### src/rtl/sb_pkg.sv
package sb_pkg;
  typedef enum logic [1:0] {
    PH_IDLE = 2'd0,
    PH_OPS  = 2'd1,
    PH_EXEC = 2'd2,
    PH_WB   = 2'd3
  } sb_phase_e;
endpackage

### src/rtl/sb_result_stat.sv
module sb_result_stat #(
  parameter int NUM_REGS = 8,
  parameter int RW       = 3,
  parameter int FW       = 2
) (
  input  logic                         clk,
  input  logic                         rst,
  input  logic                         set_en,
  input  logic [RW-1:0]                set_reg,
  input  logic [FW-1:0]                set_fu,
  input  logic                         clr_en,
  input  logic [RW-1:0]                clr_reg,
  output logic [NUM_REGS-1:0]          pend,
  output logic [NUM_REGS-1:0][FW-1:0]  owner
);
  always_ff @(posedge clk) begin
    if (rst) begin
      pend  <= '0;
      owner <= '0;
    end else begin
      if (clr_en) pend[clr_reg] <= 1'b0;
      if (set_en) begin
        pend[set_reg]  <= 1'b1;
        owner[set_reg] <= set_fu;
      end
    end
  end
endmodule

### src/rtl/sb_fu_slot.sv
module sb_fu_slot
  import sb_pkg::*;
#(
  parameter int RW  = 3,
  parameter int FW  = 2,
  parameter int LAT = 1
) (
  input  logic          clk,
  input  logic          rst,
  input  logic          iss_en,
  input  logic [RW-1:0] iss_fi,
  input  logic [RW-1:0] iss_fj,
  input  logic [RW-1:0] iss_fk,
  input  logic [FW-1:0] iss_qj,
  input  logic [FW-1:0] iss_qk,
  input  logic          iss_rj,
  input  logic          iss_rk,
  input  logic          wb_any,
  input  logic [FW-1:0] wb_idx,
  input  logic          wb_mine,
  input  logic          war_hold,
  output logic          busy,
  output logic [RW-1:0] fi,
  output logic [RW-1:0] fj,
  output logic [RW-1:0] fk,
  output logic          rj,
  output logic          rk,
  output logic          rd_go,
  output logic          done,
  output logic          wb_req
);
  localparam int TW = (LAT < 2) ? 1 : $clog2(LAT + 1);

  sb_phase_e     phase;
  logic [TW-1:0] timer;
  logic [FW-1:0] qj, qk;

  assign busy   = (phase != PH_IDLE);
  assign rd_go  = (phase == PH_OPS) && rj && rk;
  assign done   = (phase == PH_EXEC) && (timer == TW'(1));
  assign wb_req = (phase == PH_WB) && !war_hold;

  always_ff @(posedge clk) begin
    if (rst) begin
      phase <= PH_IDLE;
      timer <= '0;
      fi    <= '0;
      fj    <= '0;
      fk    <= '0;
      qj    <= '0;
      qk    <= '0;
      rj    <= 1'b0;
      rk    <= 1'b0;
    end else begin
      unique case (phase)
        PH_IDLE: if (iss_en) begin
          phase <= PH_OPS;
          fi    <= iss_fi;
          fj    <= iss_fj;
          fk    <= iss_fk;
          qj    <= iss_qj;
          qk    <= iss_qk;
          rj    <= iss_rj;
          rk    <= iss_rk;
        end
        PH_OPS: begin
          if (rd_go) begin
            phase <= PH_EXEC;
            timer <= TW'(LAT);
            rj    <= 1'b0;
            rk    <= 1'b0;
          end else begin
            if (wb_any && !rj && qj == wb_idx) rj <= 1'b1;
            if (wb_any && !rk && qk == wb_idx) rk <= 1'b1;
          end
        end
        PH_EXEC: begin
          if (timer == TW'(1)) phase <= PH_WB;
          else                 timer <= timer - TW'(1);
        end
        PH_WB: if (wb_mine) phase <= PH_IDLE;
        default: phase <= PH_IDLE;
      endcase
    end
  end
endmodule

### src/rtl/sb_wb_pick.sv
module sb_wb_pick #(
  parameter int N  = 3,
  parameter int FW = 2
) (
  input  logic [N-1:0]  req,
  output logic [N-1:0]  grant,
  output logic          any,
  output logic [FW-1:0] idx
);
  always_comb begin
    grant = '0;
    any   = 1'b0;
    idx   = '0;
    for (int i = 0; i < N; i++) begin
      if (req[i] && !any) begin
        any      = 1'b1;
        grant[i] = 1'b1;
        idx      = FW'(i);
      end
    end
  end
endmodule

### src/rtl/sb_issue_ctrl.sv
module sb_issue_ctrl #(
  parameter int          NUM_REGS = 8,
  parameter int          NUM_FU   = 3,
  parameter int unsigned FU_LAT [NUM_FU] = '{1, 3, 6},
  parameter int          RW = $clog2(NUM_REGS),
  parameter int          FW = $clog2(NUM_FU)
) (
  input  logic              clk,
  input  logic              rst,
  input  logic              instr_valid,
  input  logic [FW-1:0]     instr_fu,
  input  logic [RW-1:0]     instr_dst,
  input  logic [RW-1:0]     instr_src1,
  input  logic [RW-1:0]     instr_src2,
  output logic              issue_ok,
  output logic              stall,
  output logic [NUM_FU-1:0] rd_grant,
  output logic [NUM_FU-1:0] ex_done,
  output logic [NUM_FU-1:0] wb_grant,
  output logic [RW-1:0]     wb_reg
);
  logic [NUM_REGS-1:0]         pend;
  logic [NUM_REGS-1:0][FW-1:0] owner;
  logic [NUM_FU-1:0]           busy, rj, rk, wb_req, war_hold;
  logic [NUM_FU-1:0][RW-1:0]   fi, fj, fk;
  logic                        wb_any;
  logic [FW-1:0]               wb_idx;
  logic                        fu_ok, unit_free;
  logic                        src1_rdy, src2_rdy;

  assign fu_ok = (32'(instr_fu) < NUM_FU);

  always_comb begin
    unit_free = 1'b0;
    for (int i = 0; i < NUM_FU; i++)
      if (instr_fu == FW'(i)) unit_free = !busy[i];
  end

  assign issue_ok = instr_valid && fu_ok && unit_free && !pend[instr_dst];
  assign stall    = instr_valid && !issue_ok;

  // a source is ready if nobody owns it, or its owner commits this cycle
  assign src1_rdy = !pend[instr_src1] || (wb_any && owner[instr_src1] == wb_idx);
  assign src2_rdy = !pend[instr_src2] || (wb_any && owner[instr_src2] == wb_idx);

  always_comb begin
    for (int f = 0; f < NUM_FU; f++) begin
      war_hold[f] = 1'b0;
      for (int k = 0; k < NUM_FU; k++) begin
        if (k != f && busy[k] &&
            ((rj[k] && fj[k] == fi[f]) || (rk[k] && fk[k] == fi[f])))
          war_hold[f] = 1'b1;
      end
    end
  end

  sb_result_stat #(.NUM_REGS(NUM_REGS), .RW(RW), .FW(FW)) rstat_i (
    .clk     (clk),
    .rst     (rst),
    .set_en  (issue_ok),
    .set_reg (instr_dst),
    .set_fu  (instr_fu),
    .clr_en  (wb_any),
    .clr_reg (wb_reg),
    .pend    (pend),
    .owner   (owner)
  );

  for (genvar g = 0; g < NUM_FU; g++) begin : g_slot
    sb_fu_slot #(.RW(RW), .FW(FW), .LAT(int'(FU_LAT[g]))) slot_i (
      .clk      (clk),
      .rst      (rst),
      .iss_en   (issue_ok && instr_fu == FW'(g)),
      .iss_fi   (instr_dst),
      .iss_fj   (instr_src1),
      .iss_fk   (instr_src2),
      .iss_qj   (owner[instr_src1]),
      .iss_qk   (owner[instr_src2]),
      .iss_rj   (src1_rdy),
      .iss_rk   (src2_rdy),
      .wb_any   (wb_any),
      .wb_idx   (wb_idx),
      .wb_mine  (wb_grant[g]),
      .war_hold (war_hold[g]),
      .busy     (busy[g]),
      .fi       (fi[g]),
      .fj       (fj[g]),
      .fk       (fk[g]),
      .rj       (rj[g]),
      .rk       (rk[g]),
      .rd_go    (rd_grant[g]),
      .done     (ex_done[g]),
      .wb_req   (wb_req[g])
    );
  end

  sb_wb_pick #(.N(NUM_FU), .FW(FW)) pick_i (
    .req   (wb_req),
    .grant (wb_grant),
    .any   (wb_any),
    .idx   (wb_idx)
  );

  always_comb begin
    wb_reg = '0;
    for (int i = 0; i < NUM_FU; i++)
      if (wb_grant[i]) wb_reg = fi[i];
  end
endmodule

### config.mk
export PLATFORM = sky130hd
export DESIGN_NAME = sb_issue_ctrl
export DESIGN_NICKNAME = d
export VERILOG_FILES = /design/src/rtl/sb_pkg.sv /design/src/rtl/sb_result_stat.sv /design/src/rtl/sb_fu_slot.sv /design/src/rtl/sb_wb_pick.sv /design/src/rtl/sb_issue_ctrl.sv
export SDC_FILE = /design/constraint.sdc
export NUM_CORES = 1
export LEC_CHECK = 0
export ABC_AREA = 1
export BUFFER_PORTS_ARGS = -buffer_cell sky130_fd_sc_hd__clkbuf_2
export CAP_MARGIN = 20
export CORE_MARGIN = 1
export CORE_UTILIZATION = 55
export DETAILED_ROUTE_END_ITERATION = 16
export PLACE_DENSITY = 0.73
export SYNTH_ARGS = -nofsm -noshare
export SYNTH_HDL_FRONTEND = slang
export SYNTH_SLANG_ARGS = --single-unit
### constraint.sdc
create_clock -name clk -period 2.2 [get_ports clk]
set_input_delay 0.22 -clock clk [delete_from_list [all_inputs] [get_ports clk]]
set_output_delay 0.22 -clock clk [all_outputs]
set_load 0.02 [all_outputs]
* Word-level counts from Yosys, hierarchy flattened *
Cells that the tools add are included.

storage, ports and cells
  flip-flop bits (word level) = 81
  latch bits = 0
  RAM bits = 0
  ROM bits = 0
  input port bits = 14
  logic and storage cells = 298
  memories = 0

cells by class
  add/sub/neg operators = 3
  $mul = 0
  div/mod/pow operators = 0
  order comparisons = 7
  equal/unequal tests = 53
  shift operators = 0
  mux-type cells = 87
  bitwise operators = 3
  reduce and logical (&&, ||, !) cells = 109

operators by type and width
  cell                  count
  $logic_and A1 B1 Y1   55
  $mux W1               40
  $eq A3 B3 Y1          12
  $mux W2               18
  $mux W8               3
  $pmux W2 S4           3
  $reduce_and A3 Y1     8
  $ne A2 B1 Y1 const B  10
  $logic_not A1 Y1      18
  $ne A3 B2 Y1 const B  6
  $reduce_bool A2 Y1    9
  $bwmux W16            1
  $eq A2 B2 Y1          8
  $lt A3 B4 Y1 const B  4
  $mux W3               5
  $eq A2 B2 Y1 const B  7
  $pmux W1 S2           7
  $bmux W2 S3           2
  $reduce_and A4 Y1     3
  $eq A2 B1 Y1 const B  5
  $bmux W1 S3           3
  $and A8 B8 Y8         1
  $logic_not A2 Y1      4
  $logic_or A1 B1 Y1    8
  other kinds (14)      22

* Longest topological paths before layout *
  depth after elaboration = 26
  depth in mapped cells = 18
  mapped depth without buffers = 17

* Modules after synthesis *
A second synthesis with hierarchy kept.

unflattened totals
  cells, all modules = 851
  area, all modules = 5,315.1 µm²

modules (own cells, without submodules)
  module                          instances  cells an instance  area an instance (µm²)  seq. area each (µm²)
  sb_issue_ctrl                   1          263                1,302.5                 0.0
  sb_result_stat                  1          150                1,059.8                 480.5
  sb_fu_slot at g_slot[2].slot_i  1          152                1,043.5                 400.4
  sb_fu_slot at g_slot[1].slot_i  1          147                963.4                   380.4
  sb_fu_slot at g_slot[0].slot_i  1          129                890.9                   360.3
  sb_wb_pick                      1          10                 55.1                    0.0

* Worst setup path before layout *
OpenSTA, ideal clock, no wires.

  path type = register -> register
  from = register g_slot[2].slot_i.phase[0]
  to = register rstat_i.pend[4]
  setup time = 0.132 ns
  arrival = 1.783 ns
  data required time = 2.068 ns
  path slack = 0.284 ns
  cell stages (with the launch flop) = 14
  buffers on the path = 1
  cell sequence = dfxtp_1 inv_1 ha_1 inv_1 nand2_1 nand3_1 nand3_2 buf_6 nor2_4 inv_2 nand2_1 nand2_1 o21ai_1 a21oi_1

on the way
  longest elaborated chain between the ends = 23
  elaborated cells between the ends (all ways) = 38
  those cells by class = 2 x order compare; 1 x eq/ne; 16 x mux; 3 x bitwise; 16 x reduce/logical

ends and longest elaborated chain
  element                         line                  RTL
  start: declaration              sb_fu_slot.sv:34      sb_phase_e phase;
  start signal: assignment        sb_fu_slot.sv:45      phase <= PH_IDLE;
  start signal: assignment        sb_fu_slot.sv:57      phase <= PH_OPS;
  start signal: assignment        sb_fu_slot.sv:68      phase <= PH_EXEC;
  $reduce_bool A2 Y1              sb_fu_slot.sv:38      assign busy = (phase != PH_IDLE);
  $logic_and A1 B1 Y1             sb_issue_ctrl.sv:50   if (k != f && busy[k] &&
  $mux W1                         sb_issue_ctrl.sv:50
  $logic_not A1 Y1                sb_fu_slot.sv:41      assign wb_req = (phase == PH_WB) && !war_hold;
  $logic_and A1 B1 Y1             sb_fu_slot.sv:41
  $mux W1                         sb_wb_pick.sv:15      if (req[i] && !any) begin
  $logic_not A1 Y1                sb_wb_pick.sv:15
  $logic_and A1 B1 Y1             sb_wb_pick.sv:15
  [5 not listed]                  --
  net wb_reg[2]                   sb_issue_ctrl.sv:20   output logic [RW-1:0] wb_reg
  [2 not listed]                  --
  $mux W1 (implied by the code)   sb_result_stat.sv:21  if (clr_en) pend[clr_reg] <= 1'b0;
  $demux W1 S3 *                  --
  $not A8 Y8 (no line) *          --
  $and A8 B8 Y8 (no line) *       --
  $mux W8 *                       sb_result_stat.sv:21
  $mux W8 *                       sb_result_stat.sv:17  if (rst) begin
  $or A8 B8 Y8 (no line)          --
  $mux W8 *                       sb_result_stat.sv:22  if (set_en) begin
  end signal: assignment          sb_result_stat.sv:18  pend <= '0;
  end signal: indexed assignment  sb_result_stat.sv:21
  end signal: indexed assignment  sb_result_stat.sv:23  pend[set_reg] <= 1'b1;
  end: declaration                sb_result_stat.sv:13  output logic [NUM_REGS-1:0] pend,

Mark *: on every way through the listed nets, which the timed path passes. The rest lies on a longest branch. The select of a mux whose other input is x is not followed.
A chain may end at the register's enable or synchronous reset.

* Worst setup path after layout *
  from = register g_slot[1].slot_i.fj[1]
  to = output port wb_reg[0]

on the way
  longest elaborated chain between the ends = 16
  elaborated cells between the ends (all ways) = 26
  those cells by class = 2 x eq/ne; 10 x mux; 14 x reduce/logical

ends and longest elaborated chain
  element                   line                  RTL
  start: declaration        sb_fu_slot.sv:24      output logic [RW-1:0] fj,
  start signal: assignment  sb_fu_slot.sv:59      fj <= iss_fj;
  $eq A3 B3 Y1              sb_issue_ctrl.sv:51   ((rj[k] && fj[k] == fi[f]) || (rk[k] && fk[k] == fi[f])))
  $logic_and A1 B1 Y1       sb_issue_ctrl.sv:51
  $logic_or A1 B1 Y1        sb_issue_ctrl.sv:51
  $logic_and A1 B1 Y1       sb_issue_ctrl.sv:50
  $mux W1 (2 in series)     sb_issue_ctrl.sv:50
  $logic_not A1 Y1          sb_fu_slot.sv:41
  $logic_and A1 B1 Y1       sb_fu_slot.sv:41
  $mux W1                   sb_wb_pick.sv:15
  $logic_not A1 Y1          sb_wb_pick.sv:15
  $logic_and A1 B1 Y1       sb_wb_pick.sv:15
  $mux W1                   sb_wb_pick.sv:15
  $logic_not A1 Y1          sb_wb_pick.sv:15
  $logic_and A1 B1 Y1       sb_wb_pick.sv:15
  $mux W1                   sb_wb_pick.sv:15
  $mux W3 *                 sb_issue_ctrl.sv:107  if (wb_grant[i]) wb_reg = fi[i];
  end: declaration          sb_issue_ctrl.sv:20

Mark *: on every way between the ends. The rest lies on a longest branch, timed or not.

==> impl_metrics.ini <==
[setup_path]
crit_chain = inv_1 > nand2_1 > nand2_1 > nor2_1 > nand2_1 > nand2_2 > nand2_1 > nand3_2 > inv_2 > nand3_4 > nor2_1 > nor2_2 > inv_2 > buf_8
cp.arrival_ps = 2010
endpoint_kind = output pin
cp.required_ps = 1980
path_delay_family = simple AND/OR/NAND/NOR gates
ff2ff_setup_slack_ps = 20
crit_type = reg -> out
worst_path_most_repeated_cell = nand2_1
critPathSlowestCell = dfxtp_2
cp.depth = 14
r2r-end = g_slot[2].slot_i.rk
reg2regPathDepth = 19
reg2reg_from = g_slot[2].slot_i.fi[2]
worst-path-buf-inv = 4
cp-start-kind = flip-flop
slowest_delay_ps = 390
path_max_fanout = 4

[drt]
viasPerCell = 5.63
drt_iter0_drc = 268
vias = 5569
drc = 0
ant_nets = 0
firstDrtPassIters = 5
wl_per_cell_um = 16.0
routed_wl_um = 15800

[floorplan]
dieArea_sq_um = 9790
core_area_sq_um = 9150
placementRows = 35
start_util_pct = 56.5
io_pins = 28
die_w_um = 98.9
die_h_um = 98.9

[grt]
met3_usage_pct = 4.75
use_met1_pct = 41.0
grt_pass1_vias = 5143
gr-usage-met2_pct = 54.1
overflow = 0
track_usage_pct = 32.2
grt_pass1_wl_um = 24800
antenna_found_initial = 0
grt_max_degree = 47
top_usage_layer = met2

[synth]
yosysSeqAreaShare_pct = 31.4
ys_top_cells_by_area = dfxtp_1, nand2_1, a21oi_1
syn_area_sq_um = 5170
avgSynthCellArea_sq_um = 6.29
ys_ff_latch = 81
synth_top_area_share_pct = 31.4
synth_cells = 822
yosys.area.top_type = dfxtp_1
synth_warnings = 0
synth.net_count = 854
synth_cell_types = 39

[place]
gp_congestion = 1.00
dp_hpwl_um = 11300
portBuffers = 27
dp_cells = 950

[cts]
clk_pin_slew_ps = 90
clock_sinks = 81
cts_root_buf = clkbuf_8
cts_made_buffers = 9
worstSkewPairLatency_ps = 360
htreeDepth = 3
cts_tree = done
cts_buffer_depth = 2

[outcome]
violations = negative setup slack
status = finished, violations left

[min_path]
hold_path_startpoint = instr_fu[0]
hold_end = rstat_i.owner[4]
whs_path_depth = 3
hold_path.class = in -> reg

[sta]
finalMaxSlewViolations = 0
max_freq_ghz = 0.448
min_period_ps = 2230
rsz0062_at_grt = true
slew_headroom_pct = 61.0
hold_violations = 0
hold_slack_ps = 225
finalSetupViolations = 2
clock-skew-final_ps = 14.4
setup_slack_ps = -31.5
post-route-period-util_pct = 101
tightest_slew_ps = 579

[run]
max-cap-violations = 0

[cells_and_area]
instances_no_fill = 989
syn2layout_area_growth_pct = 20.3
nets = 907
antennaDiodeCount = 0
final_common_cell = nand2_1
mostFrequentLayoutCells = nand2_1, a21oi_1, o21ai_0, inv_1, nor2_1
layout-drive-gt1-share_pct = 23.7

[power]
leakagePower_uw = 0.00279
cellPowerDensity_nw_per_um2 = 779
ir_worst_vdd_mv = 0.484
-- flip-flops by register name, summed over array words and instances, names as in the netlist, 6 cells and up --
| name | flops |
|---|---|
| g_slot.slot_i.fk | 9 |
| rstat_i.pend | 8 |
| g_slot.slot_i.qj | 6 |
| g_slot.slot_i.timer | 6 |
| g_slot.slot_i.fj | 9 |
| g_slot.slot_i.phase | 6 |
| g_slot.slot_i.fi | 9 |
| rstat_i.owner | 16 |
| g_slot.slot_i.qk | 6 |
-- kinds of logic (layout without fill, tap and decap cells) --
logic type,Yosys count,after routing,synth area share (%)
simple gates,350,350,29.0
compound gates,214,214,21.5
buf+inv,149,205,12.1
flops,81,81,31.4
fa+ha+maj,18,18,4.36
xor+xnor,10,10,1.69
-- cells in the mapped netlist, drive strengths merged --
| cell | instances |
|---|---|
| nand2 | 232 |
| clkinv | 3 |
| a221oi | 1 |
| ha | 18 |
| and2 | 1 |
| nand3 | 26 |
| or2 | 2 |
| xor2 | 5 |
| o22ai | 1 |
| o21ai | 108 |
| nand4 | 2 |
| buf | 20 |
| dfxtp | 81 |
| a31oi | 2 |
| a22oi | 2 |
| xnor2 | 5 |
| a211oi | 6 |
| nor3 | 11 |
| nor2 | 76 |
| clkbuf | 16 |
| a21oi | 92 |
| inv | 110 |
| o21bai | 1 |
| o21a | 1 |
-- power breakdown --
part           switching [uW]  internal [uW]  total, uW  leakage (uW)
clock network             555            624       1180      0.000102
registers                 164           1640       1810      0.000671
logic                    1140            728       1860       0.00202
-- per-stage QoR --
stage                     setup WS, ps  util [%]  setup TNS (ps)  instance area, sq um  power (uW)
after CTS                        -2.57      64.0           -4.13                  5850        4650
after global placement            32.0      59.5               0                  5450        3330
after floorplan                    284         -               0                  5170        2920
after global routing              -213      68.0           -1010                  6220        5140
after detailed placement          3.07      59.5               0                  5450        3400
final                            -31.5      68.0           -35.4                  6220        4850
-- worst max-delay path by stage --
stage                         startpoint  slack (ps)                  end
2_1_floorplan  g_slot[2].slot_i.phase[0]         280      rstat_i.pend[4]
3_3_place_gp      g_slot[0].slot_i.fi[2]          30  g_slot[1].slot_i.rk
3_5_place_dp      g_slot[0].slot_i.fi[2]           3  g_slot[1].slot_i.rk
4_1_cts           g_slot[0].slot_i.fi[0]          -3            wb_reg[2]
5_1_grt           g_slot[1].slot_i.fk[1]        -210            wb_reg[0]
6_report          g_slot[1].slot_i.fj[1]         -30            wb_reg[0]
-- per-layer routing --
| metal | wire [um] | vias to the layer above |
|---|---|---|
| met3 | 1100 | 50 |
| li1 | - | 2723 |
| met1 | 6680 | 2544 |
| met4 | 640 | 0 |
| met2 | 7360 | 252 |
| met5 | 0 | - |
-- worst register-to-register path, delay by kind of cell, from the launching register on --
kind            cells  cell delay [ps]
xor+xnor            1              150
buf+inv             6              720
compound gates      1               40
simple gates       11              790
flops               1              370
-- layout make-up --
cell class / instances / area [sq um]
tap: 111 / 139
clock inverter: 4 / 70.1
timing repair buffer: 78 / 638
clock buffer: 10 / 128
fill: 779 / 2930
sequential: 81 / 1670
inverter: 113 / 450
multi-input combinational: 592 / 3120
-- timing repair --
item                       CTS  global route
setup endpoints to repair    7            16
hold buffers                 0             0
gates cloned                 0             1
resized for setup           43            90
hold endpoints to repair     0             0
pin swaps                   11            23
buffers inserted             9            15
Power figures use the tool's default switching activity.
